==> src/rtl/tpc_pkg.sv <==
package tpc_pkg;

  typedef enum logic [1:0] {
    PROTO_LONG   = 2'd0,
    PROTO_NIBBLE = 2'd1,
    PROTO_TOGGLE = 2'd2,
    PROTO_NONE   = 2'd3
  } proto_e;

  localparam int LONG_LEN  = 20;
  localparam int SHORT_LEN = 8;
  localparam int LONG_REPS = 256;

  // Patterns are written first-arriving bit in the MSB.
  localparam logic [LONG_LEN-1:0]  PAT_LONG  = 20'h003FF;
  localparam logic [SHORT_LEN-1:0] PAT_NIB_A = 8'h0F;
  localparam logic [SHORT_LEN-1:0] PAT_NIB_B = 8'h90;
  localparam logic [SHORT_LEN-1:0] PAT_TOG   = 8'hAA;

  function automatic logic [LONG_LEN-1:0] rot_long(logic [LONG_LEN-1:0] v, int n);
    return (v << n) | (v >> (LONG_LEN - n));
  endfunction

  function automatic logic [SHORT_LEN-1:0] rot_short(logic [SHORT_LEN-1:0] v, int n);
    return (v << n) | (v >> (SHORT_LEN - n));
  endfunction

endpackage

==> src/rtl/tpc_rot_match.sv <==
module tpc_rot_match
  import tpc_pkg::*;
(
  input  logic [LONG_LEN-1:0] win,
  input  proto_e              mode,
  output logic                hit
);

  logic [LONG_LEN-1:0]  hit_long;
  logic [SHORT_LEN-1:0] hit_na;
  logic [SHORT_LEN-1:0] hit_nb;

  // One comparator per rotation of each candidate period.
  for (genvar r = 0; r < LONG_LEN; r++) begin : g_long
    assign hit_long[r] = (win == rot_long(PAT_LONG, r));
  end

  for (genvar r = 0; r < SHORT_LEN; r++) begin : g_short
    assign hit_na[r] = (win[SHORT_LEN-1:0] == rot_short(PAT_NIB_A, r));
    assign hit_nb[r] = (win[SHORT_LEN-1:0] == rot_short(PAT_NIB_B, r));
  end

  always_comb begin
    case (mode)
      PROTO_LONG:   hit = |hit_long;
      PROTO_NIBBLE: hit = (|hit_na) | (|hit_nb);
      PROTO_TOGGLE: hit = (win[SHORT_LEN-1:0] == PAT_TOG) ||
                          (win[SHORT_LEN-1:0] == ~PAT_TOG);
      default:      hit = 1'b0;
    endcase
  end

endmodule

==> src/rtl/tpc_rep_count.sv <==
module tpc_rep_count #(
  parameter int CNT_W = 9,
  parameter int PH_W  = 5
) (
  input  logic             clk,
  input  logic             clr,
  input  logic             start,
  input  logic             fail,
  input  logic             adv,
  input  logic [PH_W-1:0]  last_phase,
  input  logic [CNT_W-1:0] thr,
  output logic [CNT_W-1:0] rep,
  output logic             locked
);

  localparam logic [CNT_W-1:0] REP_MAX = '1;

  logic [PH_W-1:0]  phase;
  logic [CNT_W-1:0] rep_inc;

  assign rep_inc = (rep == REP_MAX) ? rep : rep + CNT_W'(1);

  always_ff @(posedge clk) begin
    if (clr || fail) begin
      phase  <= '0;
      rep    <= '0;
      locked <= 1'b0;
    end else if (start) begin
      phase  <= '0;
      rep    <= CNT_W'(1);
      locked <= (CNT_W'(1) >= thr);
    end else if (adv) begin
      if (phase == last_phase) begin
        phase  <= '0;
        rep    <= rep_inc;
        locked <= (rep_inc >= thr);
      end else begin
        phase <= phase + PH_W'(1);
      end
    end
  end

endmodule

==> src/rtl/train_lock_detect.sv <==
module train_lock_detect
  import tpc_pkg::*;
#(
  parameter int CNT_W  = 9,
  parameter int THR_BC = 256
) (
  input  logic             clk,
  input  logic             rst,
  input  logic             in_valid,
  output logic             in_ready,
  input  logic             in_bit,
  input  logic [1:0]       proto_sel,
  output logic             locked,
  output logic [CNT_W-1:0] rep_count,
  output logic             err_pulse
);

  localparam int              HIST_W    = LONG_LEN;
  localparam int              PH_W      = $clog2(HIST_W + 1);
  localparam logic [CNT_W-1:0] THR_LONG  = CNT_W'(LONG_REPS);
  localparam logic [CNT_W-1:0] THR_SHORT = CNT_W'(THR_BC);

  typedef enum logic {ST_SEARCH, ST_TRACK} state_e;

  state_e            state;
  proto_e            mode_q;
  logic [HIST_W-1:0] hist;
  logic [HIST_W-1:0] hist_nxt;
  logic [PH_W-1:0]   fill;
  logic [PH_W-1:0]   fill_inc;
  logic [PH_W-1:0]   period;
  logic [CNT_W-1:0]  thr;
  logic              proto_chg;
  logic              take;
  logic              hit;
  logic              exp_bit;
  logic              start;
  logic              fail;
  logic              adv;

  assign in_ready  = 1'b1;
  assign proto_chg = (proto_sel != mode_q);
  assign take      = in_valid && !proto_chg;
  assign hist_nxt  = {hist[HIST_W-2:0], in_bit};
  assign fill_inc  = (fill == PH_W'(HIST_W)) ? fill : fill + PH_W'(1);
  assign period    = (mode_q == PROTO_LONG) ? PH_W'(LONG_LEN) : PH_W'(SHORT_LEN);
  assign thr       = (mode_q == PROTO_LONG) ? THR_LONG : THR_SHORT;
  // Bit received exactly one period earlier.
  assign exp_bit   = (mode_q == PROTO_LONG) ? hist[LONG_LEN-1] : hist[SHORT_LEN-1];

  assign start = take && (state == ST_SEARCH) && hit && (fill_inc >= period);
  assign fail  = take && (state == ST_TRACK) && (in_bit != exp_bit);
  assign adv   = take && (state == ST_TRACK) && (in_bit == exp_bit);

  tpc_rot_match u_match (
    .win  (hist_nxt),
    .mode (mode_q),
    .hit  (hit)
  );

  tpc_rep_count #(.CNT_W(CNT_W), .PH_W(PH_W)) u_count (
    .clk        (clk),
    .clr        (rst || proto_chg),
    .start      (start),
    .fail       (fail),
    .adv        (adv),
    .last_phase (period - PH_W'(1)),
    .thr        (thr),
    .rep        (rep_count),
    .locked     (locked)
  );

  always_ff @(posedge clk) begin
    if (rst) begin
      mode_q    <= proto_e'(proto_sel);
      state     <= ST_SEARCH;
      fill      <= '0;
      hist      <= '0;
      err_pulse <= 1'b0;
    end else begin
      err_pulse <= fail;
      if (proto_chg) begin
        mode_q <= proto_e'(proto_sel);
        state  <= ST_SEARCH;
        fill   <= '0;
      end else if (take) begin
        hist <= hist_nxt;
        if (fail) begin
          fill  <= '0;
          state <= ST_SEARCH;
        end else begin
          fill <= fill_inc;
          if (start) state <= ST_TRACK;
        end
      end
    end
  end

endmodule

==> config.mk <==
export PLATFORM = sky130hd
export DESIGN_NAME = train_lock_detect
export DESIGN_NICKNAME = d
export VERILOG_FILES = /design/src/rtl/tpc_pkg.sv /design/src/rtl/tpc_rot_match.sv /design/src/rtl/tpc_rep_count.sv /design/src/rtl/train_lock_detect.sv
export SDC_FILE = /design/constraint.sdc
export NUM_CORES = 1
export LEC_CHECK = 0
export CAP_MARGIN = 5
export CORE_MARGIN = 8
export CORE_UTILIZATION = 63
export DETAILED_ROUTE_END_ITERATION = 8
export PLACE_DENSITY_LB_ADDON = 0.1
export SLEW_MARGIN = 20
export SYNTH_ARGS = -nofsm -noshare
export SYNTH_HDL_FRONTEND = slang
export SYNTH_SLANG_ARGS = --single-unit
==> constraint.sdc <==
create_clock -name clk -period 5.4 [get_ports clk]
set_input_delay 1.08 -clock clk [delete_from_list [all_inputs] [get_ports clk]]
set_output_delay 1.08 -clock clk [all_outputs]
set_load 0.02 [all_outputs]
==> results of run 1 <==
## stage by stage
stage | hold WS, ns | total power [mW] | std cells | setup WS, ns
2_1_floorplan | 0.4310 | 0.3671 | 341 | 2.639
3_3_place_gp | 0.4463 | 0.3760 | 380 | 1.684
3_5_place_dp | 0.4520 | 0.3770 | 380 | 1.571
4_1_cts | 0.4624 | 0.5799 | 387 | 1.852
5_1_grt | 0.4795 | 0.6001 | 387 | 1.610
6_report | 0.4583 | 0.5775 | 387 | 1.884
## state kept, by name (all words and copies together), names as in the netlist, named ones only
signal and flops:
hist 20, state 1, u_count.rep 4, u_count.phase 5
err_pulse 1, fill 5, mode_q 2, u_count.locked 1
## tightest hold or removal path, cell delays in order, from the launching register on
cell	delay (ns)
dfxtp_1	0.31
nand2_1	0.05
a21oi_1	0.05
## layout make-up
| type | count | area (um2) | share of cell area (%) |
|---|---|---|---|
| well taps | 50 | 62.56 | 2.191 |
| clock inverters | 1 | 5.005 | 0.1753 |
| multi-input cells | 264 | 1638 | 57.36 |
| inverters | 7 | 26.28 | 0.9202 |
| flip-flops and latches | 43 | 880.8 | 30.85 |
| clock buffers | 6 | 82.58 | 2.892 |
| repair buffers | 16 | 160.2 | 5.609 |
## power by group
part	internal (mW)	switching, mW
logic	0.0146	0.0287
registers	0.321	0.00548
clock network	0.100	0.107
total	0.437	0.141
## Yosys cell counts, drive strengths merged, types with 4 or more instances
cell / n / share of area (%)
nor2b: 6 / 1.4
and3: 9 / 2.1
dfxtp: 41 / 31
nand3: 11 / 2.2
clkbuf: 18 / 2.5
xnor2: 10 / 3.3
a31oi: 4 / 0.93
nand4: 7 / 1.6
nand4b: 4 / 1.3
nor4b: 6 / 2.5
nand2b: 6 / 1.4
nand2: 58 / 8.1
mux2i: 4 / 1.5
buf: 9 / 2.4
xor2: 10 / 3.3
a21oi: 29 / 5.4
nor2: 23 / 3.5
nor3b: 4 / 1.1
nor4: 4 / 0.93
nand3b: 4 / 1.1
nor3: 8 / 1.5
inv: 7 / 0.98
ha: 7 / 3.3
o21ai: 8 / 1.5
## worst paths after layout
kind / from / to / slack, ns / depth (start not counted)
max reg2reg: mode_q[0] / u_count.phase[0] / 2.53 / 7
max: proto_sel[0] / u_count.phase[0] / 1.88 / 8
min: hist[19] / hist[19] / 0.46 / 2
min reg2reg: hist[19] / hist[19] / 0.46 / 2
## routing by layer
layer,wire length (um),global-route usage (%)
met5,0,0
met3,288,3.974
met4,72,6.250
met1,2920,26.60
met2,2617,27.11
## kinds of logic after synthesis
logic type	share of synthesized area, %
fa+ha+maj	3.271
flops	32.90
other cells	0.1401
xor+xnor	6.542
simple gates	33.74
compound gates	15.98
buf+inv	5.934
mux	1.495
==> results.md, run 1 <==
- Worst-Skew Late Latency: 0.30 ns
- Worst Max-Slew Pin Slew: 0.7728 ns
- Die Y: 81.19 um
- Final Setup Violations: 0
- PortBufs: 16
- Fin Setup TNS: 0 ns
- F_max: 0.2844 GHz
- Vias in the first global route: 2145
- Net count reported at finish: 350
- Post-Syn Area per Cell: 7.852 um2
- Synthesized area: 0.002678 mm2
- Vias/cell: 6.129
- Relative slew slack: 48.32%
- Critical-path cell list: clkdlybuf4s50_1 -> xnor2_1 -> nand3_2 -> a2111oi_0 -> o21ai_1 -> a31oi_1 -> a31o_2 -> nor2_1
- Largest net degree at the start of global routing: 28
- CTS buffer count: 5
- Synth Register Bits: 43
- Via count: 2372
- Post-CTS setup buffers: 0
- Fin. max-slew vios: 0
- Final hold vios: 0
- Leak: 0.9094 nW
- Endpoint class of the critical path: flop
- Status: finished clean
- Most common cell after layout, fill and taps aside: nand2_1
- Kind of critical path: input port to flop
- Initial Util: 65.99%
- Fin area: 0.002855 mm2
- Fillcell total: 329
- Post-synth top flop: dfxtp_1
- Worst endpoint required time: 5.58 ns
- Peak per-stage delay on the critical path: 0.56 ns
- Max Cap Viol: 0
- Placed cell areas: 0.002768 mm2
- # IOs: 18
- Clk root buf: clkbuf_8
- Slowest CP cell: a2111oi_0
- Critical Path Fanout Max: 27
- 1st-iter DRT viols: 256
- GPL Wtd Cong: 0.9081
- 1st-pass router iterations: 4
- Hold crit path type: flop to flop
- Antenna viol nets, final: 0
- Hold buffers post-CTS: 0
- Seq/Total Area, Yosys: 32.90%
- TritonCTS clock tree: done
- P per Cell Area: 202.3 mW/mm2
- Final core utilization: 70.37%
- Critical path arrival: 3.69 ns
- Die Area: 0.006592 mm2
- Core Region: 0.004058 mm2
- Syn Nets: 354
- Core Rows: 23
- HPWL Detailed: 4144 um
- CP top delay family: compound AO/OA/AOI/OAI gates
- Area grow syn2layout: 6.636%
- Post-synth EDFFs: 2
- Diode count: 0
- IR Drop Worst-Case VDD: 0.2226 mV
- First-pass GRT wire length: 10040 um
- Die Wd: 81.19 um
- WL/cell: 15.24 um
- Fin crit period: 3.516 ns
- WP buf/inv: 1
- RSZ-0062 raised after global routing: false
- Initial antenna violation count: 0
- Synth Instances: 341
- WL final: 5898 um
- CP Launch Type: input port
- Yosys cell types: 60
- Share of cells above drive strength 1: 4.748%
- Gr ovfl total: 0
- Layout Skew: 0.01070 ns
- Commonest cells after routing, fill and taps aside: nand2_1, dfxtp_1, a21oi_1
- H-tree depth: 2
- Final Cycle Share: 65.11%
- Asr flop ratio synth: 0%
- Global-route usage over all layers: 18.69%
- Yosys Warn Count: 0
- CTS max path bufs: 2
- Post_cts resized: 0
- Clock transition at path regs: 0.08 ns
- Residual DRC: 0
- Clock Sinks: 43
Power figures use the tool's default switching activity.
==> run 2, diff against run 1 <==
- CORE_UTILIZATION: 63 -> 59
- clock period: 5.4 -> 3.39 ns (I/O delays scaled with it)
==> run 2 against run 1 <==
Clock skew fell by 0.0044 ns. First-iteration DRC count decreased by 5.9%. Non-clock buffer count is 9 higher. Sequential share of layout area down 0.82 points. Sequential power is 58% higher. Largest power group unchanged. Highest routed layer unchanged.
==> results.md, run 2 (synthesis results as in run 1) <==
- Status: finished clean (unchanged)
- Max reg flops: 20 (unchanged)
- HPWL Detailed: 4232 um (was 4144 um)
- Clk root buf: clkbuf_8 (unchanged)
- Share of cells above drive strength 1: 7.205% (was 4.748%)
- Commonest cells after routing, fill and taps aside: nand2_1, dfxtp_1, a21oi_1 (unchanged)
- Final hold vios: 0 (unchanged)
- Leak: 0.9573 nW (was 0.9094 nW)
- Die Wd: 83.37 um (was 81.19 um)
- Net count reported at finish: 359 (was 350)
- Residual DRC: 0 (unchanged)
- Post_cts resized: 0 (unchanged)
- H-tree depth: 2 (unchanged)
- Core Rows: 24 (was 23)
- Die Y: 83.37 um (was 81.19 um)
- Global-route usage over all layers: 17.21% (was 18.69%)
- GRT met3 Usage: 3.711% (was 3.974%)
- P per Cell Area: 320.0 mW/mm2 (was 202.3 mW/mm2)
- CTS buffer count: 5 (unchanged)
- Largest net degree at the start of global routing: 23 (was 28)
- Most common cell after layout, fill and taps aside: nand2_1 (unchanged)
- WL final: 6127 um (was 5898 um)
- Kind of critical path: flop to flop (was input port to flop)
- Final setup margin: 0.7114 ns (was 1.884 ns)
- Endpoint class of the critical path: flop (unchanged)
- Largest register by flop count: hist (unchanged)
- Vias in the first global route: 2196 (was 2145)
- Worst endpoint required time: 3.57 ns (was 5.58 ns)
- Post-CTS setup buffers: 0 (unchanged)
- Diode count: 0 (unchanged)
- CTS max path bufs: 2 (unchanged)
- RSZ-0062 raised after global routing: false (unchanged)
- Met2 GRT Util: 26.59% (was 27.11%)
- Worst-Skew Late Latency: 0.30 ns (about the same)
- Hold buffers post-CTS: 0 (unchanged)
- Layout Skew: 0.006345 ns (was 0.01070 ns)
- 1st-iter DRT viols: 241 (was 256)
- Max Cap Viol: 0 (unchanged)
- Worst slack, placed: 0.4331 ns (was 1.571 ns)
- Gr ovfl total: 0 (unchanged)
- Met1 global-route usage: 23.37% (was 26.60%)
- Clock transition at path regs: 0.08 ns (about the same)
- Initial antenna violation count: 0 (unchanged)
- Hold crit path type: flop to flop (unchanged)
- 1st-pass router iterations: 4 (unchanged)
- F_max: 0.3733 GHz
- Busiest grt layer: met2 (unchanged)
- TritonCTS clock tree: done (unchanged)
- Die Area: 0.006950 mm2 (was 0.006592 mm2)
- Regs by FF count: hist: 20 flops, fill: 5 flops, u_count.phase: 5 flops (unchanged)
- IR Drop Worst-Case VDD: 0.2230 mV (was 0.2226 mV)
- Vias/cell: 6.125 (was 6.129)
- GPL Wtd Cong: 0.8954 (was 0.9081)
- First-pass GRT wire length: 10410 um (was 10040 um)
- Fin Setup TNS: 0 ns (unchanged)
- WL/cell: 15.36 um (was 15.24 um)
- Critical path arrival: 2.86 ns (was 3.69 ns)
- Area grow syn2layout: 9.533% (was 6.636%)
- Clock Sinks: 43 (unchanged)
- CP Launch Type: flop (was input port)
- Final Cycle Share: 79.02%
- Critical Path Fanout Max: 13 (was 27)
- Final Setup Violations: 0 (unchanged)
- Via count: 2444 (was 2372)
- Initial Util: 61.49% (was 65.99%)
- Fin. max-slew vios: 0 (unchanged)
- Antenna viol nets, final: 0 (unchanged)
- Core Region: 0.004354 mm2 (was 0.004058 mm2)
- # IOs: 18 (unchanged)
- PortBufs: 16 (unchanged)
- Fin crit period: 2.679 ns
run 2: cell types whose count changed in the layout (fill, tap and decap cells not counted):
cell,before,now
clkinv_4,0,1
buf_4,0,9
clkinv_2,1,0
clkbuf_1,0,1
run 2: per-stage QoR:
stage	hold WS, ns	power [mW]	cell area (um2)	cells	utilization, %
final	0.4722	0.9384	2933	399	67.36
after global routing	0.4859	0.9738	2933	399	67.36
after CTS	0.4772	0.9507	2933	399	67.36
after detailed placement	0.4653	0.6064	2838	391	65.17
after global placement	0.4551	0.6053	2838	391	65.17
after floorplan	0.4310	0.5848	2678	341	-
run 2: worst paths after layout:
kind | startpoint | to | slack (ns) | depth (start not counted)
worst max-delay path | fill[0] | flop | 0.71 | 12
worst min-delay path | hist[19] | hist[19] | 0.47 | 2
worst max register to register | fill[0] | flop | 0.71 | 12
worst min register to register | hist[19] | hist[19] | 0.47 | 2
run 2: per-layer routing:
metal  routed length [um]  vias to the layer above
met5                    0                        -
met4                   46                        0
li1                     -                     1220
met1                 2965                     1152
met2                 2712                       67
met3                  403                        5
run 2: final cells by class:
| type | count | area [um2] |
|---|---|---|
| clock buffer | 7 | 86.33 |
| clock inverter | 1 | 8.758 |
| fill | 379 | 1421 |
| inverter | 7 | 26.28 |
| multi-input combinational | 264 | 1638 |
| sequential | 43 | 880.8 |
| tap | 52 | 65.06 |
| timing repair buffer | 25 | 227.7 |
run 2: power breakdown:
| part | switching (mW) | internal, mW | total (mW) |
|---|---|---|---|
| sequential | 0.00516 | 0.512 | 0.517 |
| combinational | 0.0508 | 0.0279 | 0.0786 |
| clock | 0.176 | 0.167 | 0.343 |
run 2: worst max-delay path, cell delays in order (launching register included):
cell       delay [ns]
dfxtp_1          0.44
inv_1            0.07
ha_1             0.21
a211oi_1         0.23
a21o_1           0.14
ha_1             0.17
o21a_1           0.11
nor2_1           0.04
a2111oi_0        0.34
o21ai_1          0.13
a31oi_1          0.21
a31o_2           0.39
nor2_1           0.09
==> run 3, diff against run 2 <==
- clock period: 3.39 -> 2.7 ns (I/O delays scaled with it)
==> run 3 against run 2 <==
Non-clock buffer count grew 13. Final cell count increased by 3.3%. Routed wire length increased by 5.6%. Power up 41%. Worst setup slack lost 0.55 ns. Global-route usage grew 1.9 points. Critical path type unchanged.
==> results.md, run 3 (synthesis results as in run 1) <==
- Status: finished clean (unchanged)
- Vias in the first global route: 2451 (was 2196)
- Commonest cells after routing, fill and taps aside: nand2_1, dfxtp_1, a21oi_1 (unchanged)
- Hold buffers post-CTS: 0 (unchanged)
- Metal-1 WL: 3002 um (was 2965 um)
- Worst slack, placed: -0.02524 ns (was 0.4331 ns)
- Max layer used: met4 (unchanged)
- Share of cells above drive strength 1: 11.11% (was 7.205%)
- Clock share of power: 42.2% (was 36.5%)
- Gr ovfl total: 0 (unchanged)
- # IOs: 18 (unchanged)
- Kind of critical path: flop to flop (unchanged)
- Final hold vios: 0 (unchanged)
- Max Cap Viol: 0 (unchanged)
- PortBufs: 16 (unchanged)
- Via count: 2554 (was 2444)
- Initial antenna violation count: 0 (unchanged)
- Leak: 1.042 nW (was 0.9573 nW)
- Final Cycle Share: 93.94% (was 79.02%)
- DR WL met3: 403 um (unchanged)
- F_max: 0.3943 GHz (was 0.3733 GHz)
- Clk root buf: clkbuf_8 (unchanged)
- Clock Sinks: 43 (unchanged)
- Core Region: 0.004354 mm2 (unchanged)
- Net count reported at finish: 372 (was 359)
- Final setup margin: 0.1636 ns (was 0.7114 ns)
- Critical Path Fanout Max: 6 (was 13)
- Fin crit period: 2.536 ns (was 2.679 ns)
- Slowest CP cell: dfxtp_2 (was dfxtp_1)
- WL/cell: 15.70 um (was 15.36 um)
- Routed wl met2: 2965 um (was 2712 um)
- Residual DRC: 0 (unchanged)
- HPWL Detailed: 4452 um (was 4232 um)
- Global-route usage over all layers: 19.15% (was 17.21%)
- Antenna viol nets, final: 0 (unchanged)
- Layout Skew: 0.005410 ns (was 0.006345 ns)
- Internal: 1.022 mW (was 0.7068 mW)
- WL final: 6468 um (was 6127 um)
- Endpoint class of the critical path: flop (unchanged)
- Clock transition at path regs: 0.08 ns (about the same)
- Die Y: 83.37 um (unchanged)
- Regs by FF count: hist: 20 flops, fill: 5 flops, u_count.phase: 5 flops (unchanged)
- Sequential share of power: 48.8% (was 55.1%)
- Worst endpoint required time: 2.89 ns (was 3.57 ns)
- H-tree depth: 2 (unchanged)
- Critical path arrival: 2.73 ns (was 2.86 ns)
- CTS max path bufs: 2 (unchanged)
- Die Wd: 83.37 um (unchanged)
- Worst-Skew Late Latency: 0.30 ns (about the same)
- CP Launch Type: flop (unchanged)
- Max reg flops: 20 (unchanged)
- Die Area: 0.006950 mm2 (unchanged)
- Fin Setup TNS: 0 ns (unchanged)
- IR Drop Worst-Case VDD: 0.3257 mV (was 0.2230 mV)
- First-pass GRT wire length: 11520 um (was 10410 um)
- Most common cell after layout, fill and taps aside: nand2_1 (unchanged)
- CTS buffer count: 5 (unchanged)
- Largest register by flop count: hist (unchanged)
- Peak per-stage delay on the critical path: 0.39 ns (was 0.44 ns)
- Sw power: 0.2995 mW (was 0.2316 mW)
- Fin. max-slew vios: 0 (unchanged)
- Hold crit path type: flop to flop (unchanged)
- Diode count: 0 (unchanged)
- Core Rows: 24 (unchanged)
- Vias/cell: 6.199 (was 6.125)
- Largest net degree at the start of global routing: 26 (was 23)
- P per Cell Area: 428.8 mW/mm2 (was 320.0 mW/mm2)
- Initial Util: 61.49% (unchanged)
- Switching share of power: 22.66% (was 24.68%)
- TritonCTS clock tree: done (unchanged)
- Critical-path cell list: inv_1 -> ha_1 -> a211oi_1 -> a21o_1 -> ha_1 -> o21a_1 -> nor2_1 -> a2111oi_2 -> o21ai_1 -> a31oi_1 -> a31o_2 -> buf_4 -> nor2_1 (was inv_1 -> ha_1 -> a211oi_1 -> a21o_1 -> ha_1 -> o21a_1 -> nor2_1 -> a2111oi_0 -> o21ai_1 -> a31oi_1 -> a31o_2 -> nor2_1)
- Combinational power share: 9.0% (was 8.4%)
- 1st-pass router iterations: 5 (was 4)
- Final Setup Violations: 0 (unchanged)
- 1st-iter DRT viols: 337 (was 241)
- GPL Wtd Cong: 0.9634 (was 0.8954)
- Area grow syn2layout: 15.14% (was 9.533%)
run 3: worst max-delay path, delay by kind of cell, from the launching register on:
| family | cells | cell delay [ns] |
|---|---|---|
| AOI/OAI and AO/OA | 7 | 1.40 |
| adders and majority gates | 2 | 0.37 |
| buffers and inverters | 2 | 0.20 |
| DFF | 1 | 0.39 |
| and+or+nand+nor | 2 | 0.08 |
run 3: power groups by stage:
stage,registers (mW),clock network (mW),logic [mW]
2_1_floorplan,0.662,0,0.0723
3_3_place_gp,0.660,0,0.108
3_5_place_dp,0.660,0,0.108
4_1_cts,0.645,0.566,0.116
5_1_grt,0.647,0.597,0.130
6_report,0.645,0.558,0.119
run 3: routing by layer:
metal	vias up	track usage, %
li1	1250	-
met1	1210	26.23
met2	84	28.01
met3	10	4.688
met4	0	7.029
met5	-	0
run 3: area by class of cell:
type / instances / area (um2)
repair buffers: 38 / 337.8
clock buffers: 7 / 97.59
inverters: 7 / 26.28
fillers: 338 / 1271
well taps: 52 / 65.06
flip-flops and latches: 43 / 882.1
clock inverters: 1 / 30.03
multi-input cells: 264 / 1644
run 3: per-stage QoR:
step / total power, mW / instance area, um2 / util (%) / instances / hold slack (ns)
2_1_floorplan: 0.7342 / 2678 / - / 341 / 0.4310
3_3_place_gp: 0.7675 / 2920 / 67.07 / 402 / 0.4610
3_5_place_dp: 0.7682 / 2920 / 67.07 / 402 / 0.4641
4_1_cts: 1.328 / 3075 / 70.63 / 412 / 0.4752
5_1_grt: 1.374 / 3083 / 70.80 / 412 / 0.5183
6_report: 1.322 / 3083 / 70.80 / 412 / 0.4697
run 3: path summary, 6_finish.rpt:
path | start | endpoint | slack [ns] | cells past startpoint
max | fill[0] | u_count.phase[4] | 0.16 | 13
min | hist[19] | hist[19] | 0.47 | 2
max reg2reg | fill[0] | u_count.phase[4] | 0.16 | 13
min reg2reg | hist[19] | hist[19] | 0.47 | 2
run 3: what timing repair did:
item | CTS | global route
pin swaps | 1 | 0
setup endpoints to repair | 13 | 15
setup buffers | 2 | 0
gates resized for setup | 0 | 3
